<file path="src/rtl/dpc_pkg.sv">
package dpc_pkg;
  typedef enum logic [2:0] {
    PH_IDLE  = 3'd0,
    PH_FILL  = 3'd1,
    PH_VTGT  = 3'd2,
    PH_CLEAR = 3'd3,
    PH_VHOST = 3'd4
  } phase_t;

  typedef enum logic [1:0] {
    EC_NONE  = 2'b00,
    EC_TXDIR = 2'b01,
    EC_RXDIR = 2'b10
  } errcode_t;

  localparam int unsigned NUM_PATTERNS = 8;
  localparam int unsigned SEL_W        = 3;
endpackage

</file>
<file path="src/rtl/dpc_seq.sv">
module dpc_seq
  import dpc_pkg::*;
#(
  parameter int OFF_W = 12,
  parameter int WIN_W = 8
) (
  input  logic             clk,
  input  logic             rst_n,
  input  logic             start,
  input  logic [SEL_W-1:0] pat_sel,
  input  logic [WIN_W-1:0] num_windows,
  input  logic             tx_ready,
  input  logic             rx_valid,
  output phase_t           phase,
  output logic [OFF_W-1:0] off,
  output logic [WIN_W-1:0] win,
  output logic [SEL_W-1:0] pat_q,
  output logic             accept,
  output logic             rx_fire,
  output logic             done
);
  logic [WIN_W-1:0] nwin_q;
  logic             tx_fire;
  logic             step;
  logic             last_byte;
  logic             last_win;

  assign accept    = start && (phase == PH_IDLE);
  assign tx_fire   = ((phase == PH_FILL) || (phase == PH_CLEAR)) && tx_ready;
  assign rx_fire   = ((phase == PH_VTGT) || (phase == PH_VHOST)) && rx_valid;
  assign step      = tx_fire || rx_fire;
  assign last_byte = (off == {OFF_W{1'b1}});
  assign last_win  = (win == nwin_q - 1'b1);

  always_ff @(posedge clk or negedge rst_n) begin
    if (!rst_n) begin
      phase  <= PH_IDLE;
      off    <= '0;
      win    <= '0;
      nwin_q <= '0;
      pat_q  <= '0;
      done   <= 1'b0;
    end else begin
      done <= 1'b0;
      if (phase == PH_IDLE) begin
        if (start) begin
          nwin_q <= num_windows;
          pat_q  <= pat_sel;
          win    <= '0;
          off    <= '0;
          if (num_windows == '0) done  <= 1'b1;
          else                   phase <= PH_FILL;
        end
      end else if (step) begin
        off <= off + 1'b1;
        if (last_byte) begin
          unique case (phase)
            PH_FILL:  phase <= PH_VTGT;
            PH_VTGT:  phase <= PH_CLEAR;
            PH_CLEAR: phase <= PH_VHOST;
            PH_VHOST: begin
              if (last_win) begin
                phase <= PH_IDLE;
                done  <= 1'b1;
              end else begin
                win   <= win + 1'b1;
                phase <= PH_FILL;
              end
            end
            default:  phase <= PH_IDLE;
          endcase
        end
      end
    end
  end
endmodule

</file>
<file path="config.mk">
export PLATFORM = sky130hd
export DESIGN_NAME = dpc_seq
export DESIGN_NICKNAME = d
export VERILOG_FILES = /design/src/rtl/dpc_pkg.sv /design/src/rtl/dpc_seq.sv
export SDC_FILE = /design/constraint.sdc
export NUM_CORES = 1
export LEC_CHECK = 0
export BUFFER_PORTS_ARGS = -buffer_cell sky130_fd_sc_hd__buf_2
export CAP_MARGIN = 5
export CORE_MARGIN = 2
export CORE_UTILIZATION = 40
export CTS_CLUSTER_DIAMETER = 80
export CTS_CLUSTER_SIZE = 28
export DETAILED_ROUTE_END_ITERATION = 8
export PLACE_DENSITY = 0.71
export SLEW_MARGIN = 40
export SYNTH_ARGS = -nofsm -noshare
export SYNTH_HDL_FRONTEND = slang
export SYNTH_SLANG_ARGS = --single-unit
</file>
<file path="constraint.sdc">
create_clock -name clk -period 3.2 [get_ports clk]
set_input_delay 0.64 -clock clk [delete_from_list [all_inputs] [get_ports clk]]
set_output_delay 0.64 -clock clk [all_outputs]
set_load 0.005 [all_outputs]
</file>
### Word level (Yosys, flattened, before mapping)

Index checks and enable logic that the tools add are counted.

* muxes and demuxes: 23
* order comparisons: 0
* multiply operators: 0
* reductions and logical operators: 15
* add/subtract/negate cells: 3
* div/mod/pow operators: 0
* bitwise logic cells: 0
* shift-type cells: 0
* eq/ne operators: 9

Operators with widths (number)
* 2-to-1 mux 8 bit: 6
* 2-to-1 mux 12 bit: 3
* 2-to-1 mux 3 bit: 5
* adder 12 x 1 -> 12 bit (second input constant): 1
* equality test 12 bit (second input constant): 1
* case mux 3 bit (4 select lines): 1
* adder 8 x 1 -> 8 bit (second input constant): 1
* equality test 8 bit: 1
* logical NOT 8 bit: 1
* 2-to-1 mux 1 bit: 8
* subtractor 8 x 1 -> 8 bit (second input constant): 1
* equality test 3 x 2 -> 1 bit (second input constant): 2
* nonzero test 2 bit: 3
* AND reduction 5 bit: 1
* inequality test 2 bit (second input constant): 2
* AND reduction 2 bit: 2
* AND reduction 4 bit: 1
* equality test 3 x 1 -> 1 bit (second input constant): 1
* equality test 3 bit (second input constant): 1
* logical AND 1 bit: 3
* logical NOT 3 bit: 1
* logical OR 1 bit: 3
* inequality test 2 x 1 -> 1 bit (second input constant): 1

* bits in latches: 0
* output and inout bits: 29
* bits in read-only memories: 0
* memory bits (writable): 0
* register bits: 35
* memories kept: 0
* bits of input ports: 16
* word-level logic and storage cells: 56

### Logic depth before layout (Yosys ltp)

Gate-level depths: netlist of run 1.

* word-level depth: 7
* depth in mapped cells: 9

### Worst setup path after synthesis of run 1

OpenSTA, ideal clock, no wires.

* kind: register to register
* start point: register nwin_q[0]
* end point: register win[0]
* period minus slack after synthesis: 2.341 ns
* setup slack: 0.859 ns
* data required time: 3.072 ns
* path buffers: 0
* arrival: 2.213 ns
* stages on the path, launching flop included: 8
* cells stage by stage: dfrtp_1 inv_1 ha_1 xnor2_1 or4_4 nor4_4 a21oi_2 mux2_1

* longest elaborated chain between the ends: 4

RTL lines
* from (decl): line dpc_seq.sv:22 `logic [WIN_W-1:0] nwin_q;`
* from (signal assigned): line dpc_seq.sv:47 `nwin_q <= num_windows;`
* subtractor 8 x 1 -> 8 bit: line dpc_seq.sv:33 `assign last_win = (win == nwin_q - 1'b1);`
* equality test 8 bit: line dpc_seq.sv:33
* inequality test 2 x 1 -> 1 bit (no line)
* AND reduction 5 bit (no line)
* to (signal assigned): line dpc_seq.sv:66 `win <= win + 1'b1;`
* to (decl): line dpc_seq.sv:16 `output logic [WIN_W-1:0] win,`

No other way between the ends.
A chain may end at the register's enable or synchronous reset.

### Worst setup path after layout of run 1

* start point: register off[0]
* end point: register win[5]

* longest elaborated chain between the ends: 3

RTL lines
* from (decl): line dpc_seq.sv:15 `output logic [OFF_W-1:0] off,`
* from (signal assigned): line dpc_seq.sv:55 `off <= off + 1'b1;`
* equality test 12 bit: line dpc_seq.sv:32 `assign last_byte = (off == {OFF_W{1'b1}});`
* nonzero test 2 bit (no line)
* AND reduction 5 bit (no line)

No other way between the ends.

==> metrics.md, run 1 <==
| Metric | Value |
|---|---|
| Number of synthesized flops with an enable pin | `0` |
| Setup TNS Final | `0 ns` |
| Top cells by count, synth | `56 x nand2_1, 35 x dfrtp_1, 20 x o21ai_0, 10 x nor2_1` |
| Initial Utilization | `between 40% and 50%` |
| Clock transition at the registers of the reported paths | `about 0.070 ns` |
| Most used flip-flop cell after synthesis | `dfrtp_1` |
| Count of pins over their slew limit | `0` |
| Maximum vdd drop | `~0.49 mV` |
| Final hold vios | `0` |
| Grt total ovfl | `0` |
| Fin crit share | `78.7%` |
| NumNets Final | `between 300 and 400` |
| TritonCTS buffer count | `5` |
| WS Path Type | `register to register` |
| ANT nets after route | `0` |
| Largest net degree at the start of global routing | `36` |
| CTS tree | `done` |
| Vias per cell | `approximately 5.3` |
| Reg2Reg Setup Slack | `0.68 ns` |
| GRT Overall Usage | `17.2%` |
| Max-cap violations | `0` |
| Tmin final | `around 2.5 ns` |
| Initial drt markers | `between 90 and 100` |
| Slew @ Worst Pin | `slightly below 0.7 ns` |
| PortBufs | `44` |
| Post-CTS Setup Bufs | `0` |
| Share of cells above drive strength 1 | `between 20% and 30%` |
| Top area cells in the synthesized netlist | `dfrtp_1 42%, nand2_1 10%, o21ai_0 4.8%` |
| Die footprint | `~5800 um^2` |
| Via Count | `1,873` |
| Sequential area share after synthesis | `42.3%` |
| GPL Wtd Cong | `between 0.8 and 0.9` |
| FP Rows | `26` |
| Post-synth net total | `259` |
| Worst path cell trace | `ha_1 > nand3_1 > nor3_1 > a41o_1 > nand2_2 > a2111oi_0 > mux2i_1` |
| Slowest CP cell | `a2111oi_0` |
| Worst skew pair latency | `roughly 0.28 ns` |
| Cell Area, Synth | `2070 um^2` |
| Overall power | `approximately 2.0 mW` |
| Top cell type by total area after synthesis | `dfrtp_1` |
| IO Pins | `45` |
| Synth Instances | `240` |
| Clock sink count | `35` |
| Per-cell routed wire length | `between 10 and 15 um` |
| Core Region | `just over 5000 um^2` |
| Die H | `around 76 um` |
| Resized Gates After CTS | `0` |
| Pwr/cell area | `between 800 and 900 nW/um^2` |
| Hold Crit Class | `input pin to async pin` |
| Pleak | `~1.1 nW` |
| CP delay by family, top | `compound AO/OA/AOI/OAI gates` |
| Vias in the first global route | `between 1,500 and 2,000` |
| Critical Path AT | `2.72 ns` |
| Final setup violation count | `0` |
| Async SR Flop Fraction | `between 90% and 100%` |
| Max frequency | `a little under 400 MHz` |
| CP Launch Type | `register` |
| Count leader, synth | `nand2_1` |
| Hold buffer count at cts | `0` |
| Top-area cell type share of the netlist area | `a little over two fifths` |
| Distinct cell type count after synthesis | `between 40 and 50` |
| Seq cells post-synth | `35` |
| H-Tree Depth | `2` |
| Area grow syn2layout | `18.2%` |
| Final worst hold slack | `just over 0.3 ns` |
| Worst Setup End Kind | `register` |
| Drt drc | `0` |
| Status | `complete, no violations` |
| First-pass GRT wire length | `between 8000 and 9000 um` |
| Initial antenna violation count | `0` |
| Ys Warns | `0` |
| Req. time, crit path | `3.41 ns` |
| Layout Utilization | `between 40 and 50%` |
| # diodes | `0` |
| Slew Limit Headroom | `between 50% and 60%` |
| RSZ-0062 raised after global routing | `no` |
| CP Max Fanout | `6` |
| Clock Tree Buf Depth | `2` |
| Worst path bufs/invs | `0` |
| Drt pass-1 iters | `4` |
| HPWL Detailed | `3380 um` |
| CP peak stage delay | `about 0.54 ns` |
| Wirelength, routed | `around 4700 um` |
| Root Driver | `clkbuf_8` |
| Syn_area_per_cell | `between 8 and 9 um^2` |
| Chip Width | `approximately 76 um` |
| Setup Skew | `between 0.004 and 0.005 ns` |
[state kept, by name, summed over array words and instances, names as in the netlist]
name and flops:
win 8, nwin_q 8, done 1, pat_q 3, phase 3, off 12
[power by group]
part           internal (mW)  switching [mW]  leakage (nW)  total [mW]
Sequential             0.570           0.204         0.456       0.774
Combinational          0.373           0.473         0.636       0.846
Clock                  0.197           0.159        0.0515       0.355
Total                   1.14           0.836          1.14        1.98
[worst reg2reg max path, delay by kind of cell, from the launching register on]
kind,cells,cell delay (ns)
flip-flops,1,0.41
multiplexers,1,0.26
adder cells (fa/ha/maj),1,0.22
AO/OA/AOI/OAI,2,0.83
AND/OR/NAND/NOR,3,0.73
[placed cells by master, fill, tap and decap left out, types with 2 or more instances in the layout]
cell type | netlist | layout
nor2_1 | 10 | 10
mux2_1 | 2 | 2
a21oi_1 | 8 | 8
ha_1 | 3 | 3
nand4_1 | 2 | 2
buf_2 | 5 | 43
buf_4 | 0 | 3
nand2_2 | 2 | 2
dfrtp_1 | 35 | 35
mux2i_1 | 6 | 6
nand2_1 | 56 | 56
nor3_1 | 6 | 6
o31ai_1 | 4 | 4
inv_1 | 7 | 7
clkbuf_8 | 0 | 7
nand2b_1 | 8 | 8
o21ai_0 | 20 | 20
xor2_1 | 3 | 3
o211ai_1 | 3 | 3
nor2b_1 | 2 | 2
nand3b_1 | 3 | 3
xnor2_1 | 9 | 9
a2111oi_0 | 2 | 2
a211oi_1 | 4 | 4
nor4_1 | 2 | 2
nand3_1 | 9 | 9
[through the flow]
| step | setup WS (ns) | instances | instance area (um^2) |
|---|---|---|---|
| after floorplan | 0.859 | 240 | 2070 |
| after global placement | 0.770 | 345 | 2350 |
| after detailed placement | 0.673 | 345 | 2350 |
| after CTS | 0.655 | 353 | 2450 |
| after global routing | 0.432 | 353 | 2450 |
| final | 0.683 | 353 | 2450 |
[per-layer routing]
layer,wire [um],vias to the layer above,track usage (%)
met5,0,-,0
met4,85,0,5.27
met3,198,8,4.17
met2,2180,41,28.5
met1,2240,896,22.4
li1,-,928,-
[cell families (layout without fill, tap and decap cells)]
| logic type | after synthesis | after routing | share of synthesized area, % |
|---|---|---|---|
| flip-flops | 35 | 35 | 42.3 |
| AO/OA/AOI/OAI | 50 | 50 | 15.1 |
| multiplexers | 8 | 8 | 3.99 |
| XOR/XNOR | 12 | 12 | 5.08 |
| AND/OR/NAND/NOR | 112 | 112 | 27.5 |
| buffers and inverters | 19 | 62 | 3.75 |
| adder cells (fa/ha/maj) | 4 | 4 | 2.30 |
[path summary, 6_finish.rpt]
check | start | to | cells after the start
worst min-delay path | rst_n | done | 1
min in group clk | pat_q[2] | pat_q[2] | 2
worst min register to register | pat_q[2] | pat_q[2] | 2
max in group asynchronous | rst_n | nwin_q[6] | 1
worst max-delay path | off[0] | win[5] | 7
worst max register to register | off[0] | win[5] | 7
[cell type report]
class / instances / area, um^2
Timing Repair Buffer: 46 / 238
Tap cell: 70 / 87.6
Clock buffer: 8 / 100
Sequential cell: 35 / 876
Multi-Input combinational cell: 186 / 1120
Inverter: 8 / 30.0
Fill cell: 484 / 2590
Note: power is estimated with default switching activity, not from simulation.
==> run 2: changes to the inputs <==
Clock period 3.2 ns to 2.5 ns, I/O delays scaled along.
==> run 2 against run 1 <==
  * Design area rose by 2.8%
  * Hold slack got worse by 0.14 ns
  * Clock power up 15%
  * Register-to-register slack got worse by 0.54 ns
  * Flip-flop and latch count stayed put
  * Worst setup slack lost 0.54 ns
  * Count of clock-buffer cells in the layout down 2
  * Highest routed layer unchanged
==> metrics.md, run 2 (synthesis gave the netlist of run 1 again) <==
| Metric | Value |
|---|---|
| Status | `complete, no violations` |
| CP Launch Type | `register` |
| Slowest CP cell | `or4_4` |
| Share of cells above drive strength 1 | `between 20 and 30%` |
| Worst path bufs/invs | `1` |
| Worst path cell trace | `inv_1 > ha_1 > xnor2_1 > or4_4 > nor4_4 > a21oi_2 > mux2_1` |
| PortBufs | `44` |
| Die H | `~76 um` |
| Wirelength, routed | `~4700 um` |
| Chip Width | `76.0 um` |
| CP delay by family, top | `simple AND/OR/NAND/NOR gates` |
| H-Tree Depth | `2` |
| Maximum vdd drop | `about 0.45 mV` |
| Largest regs | `off: 12 flops, nwin_q: 8 flops, win: 8 flops` |
| Finished Cell Area | `roughly 2500 um^2` |
| Clock transition at the registers of the reported paths | `roughly 0.08 ns` |
| RSZ-0062 raised after global routing | `yes` |
| ANT nets after route | `0` |
| Final setup violation count | `0` |
| Initial drt markers | `94` |
| Crit. Startpoint | `nwin_q[1]` |
| Post-CTS Setup Bufs | `0` |
| Most frequent cells in the layout | `56 x nand2_1, 43 x buf_2, 35 x dfrtp_1, 20 x o21ai_0, 13 x buf_4` |
| Per-cell routed wire length | `~13 um` |
| Setup TNS Final | `0 ns` |
| Most common cell after layout, fill and taps aside | `nand2_1` |
| Area post-placement | `2420 um^2` |
| Final hold vios | `0` |
| TritonCTS buffer count | `5` |
| HPWL Detailed | `3410 um` |
| FP Rows | `26` |
| Area grow syn2layout | `21.6%` |
| CP peak stage delay | `between 0.5 and 0.6 ns` |
| GPL Wtd Cong | `0.854` |
| Clock sink count | `35` |
| Pwr/cell area | `1020 nW/um^2` |
| Overall power | `2.56 mW` |
| Vias per cell | `approximately 5.1` |
| NumNets Final | `approximately 310` |
| Initial Utilization | `41.1%` |
| Register-to-Register Path Depth | `7` |
| Final worst hold slack | `about 0.16 ns` |
| Clock Tree Buf Depth | `2` |
| Stages on worst setup path | `7` |
| Req. time, crit path | `~2.7 ns` |
| Reg2reg end | `win[0]` |
| Hold Crit Class | `input pin to async pin` |
| Worst skew pair latency | `between 0.2 and 0.3 ns` |
| GRT Overall Usage | `between 10% and 20%` |
| WS Path Type | `register to register` |
| Critical Path End | `win[0]` |
| # diodes | `0` |
| Drt drc | `0` |
| Tmin final | `roughly 2.4 ns` |
| Setup Skew | `0.0106 ns` |
| Grt total ovfl | `0` |
| Fin crit share | `94.4%` |
| Count of pins over their slew limit | `0` |
| Die footprint | `around 5800 um^2` |
| Worst r2r src | `nwin_q[1]` |
| Core Region | `slightly above 5000 um^2` |
| Vias in the first global route | `approximately 1,800` |
| Pleak | `between 1 and 1.5 nW` |
| Max-cap violations | `0` |
| Max reg flops | `12` |
| Initial antenna violation count | `0` |
| Largest Register | `off` |
| Critical Path AT | `between 2 and 3 ns` |
| Drt pass-1 iters | `4` |
| CP Max Fanout | `5` |
| Largest net degree at the start of global routing | `36` |
| Reg2Reg Setup Slack | `approximately 0.14 ns` |
| Slew @ Worst Pin | `roughly 0.7 ns` |
| IO Pins | `45` |
| Max frequency | `roughly 420 MHz` |
| First-pass GRT wire length | `between 8000 and 9000 um` |
| Via Count | `1,857` |
| Hold buffer count at cts | `0` |
| Root Driver | `clkbuf_8` |
| CTS tree | `done` |
| Worst Setup End Kind | `register` |
| Slew Limit Headroom | `between 50 and 60%` |
run 2: worst min path at each step:
stage	start	end	slack [ns]
2_1_floorplan	rst_n	done	0.20
3_3_place_gp	pat_q[0]	pat_q[0]	0.46
3_5_place_dp	pat_q[0]	pat_q[0]	0.46
4_1_cts	rst_n	win[7]	0.32
5_1_grt	rst_n	off[9]	0.20
6_report	rst_n	win[0]	0.16
run 2: area by class of cell:
type | instances | area [um^2]
Sequential cell | 35 | 876
Timing Repair Buffer | 56 | 313
Clock inverter | 1 | 5.00
Fill cell | 486 | 2520
Tap cell | 70 | 87.6
Clock buffer | 6 | 82.6
Multi-Input combinational cell | 186 | 1120
Inverter | 8 | 30.0
run 2: layer usage:
layer,track usage [%],vias up,wire length [um]
met5,0,-,0
met4,4.91,0,38
met3,2.74,4,173
met2,30.3,36,2210
met1,22.8,879,2260
li1,-,938,-
run 2: where the power goes:
group | internal [mW] | switching [mW]
combinational | 0.546 | 0.673
sequential | 0.730 | 0.202
clock | 0.216 | 0.194
run 2: metrics by stage:
stage | util, % | instances | worst slack, ns
after floorplan | - | 240 | 0.159
after global placement | 48.0 | 355 | 0.209
after detailed placement | 48.0 | 355 | 0.160
after CTS | 49.8 | 362 | 0.129
after global routing | 49.9 | 362 | -0.0116
final | 49.9 | 362 | 0.141
run 2: repair_timing:
action | CTS | global route
endpoints found under the setup margin | 0 | 2
gates resized for setup | 0 | 2
endpoints found under the hold margin | 0 | 0
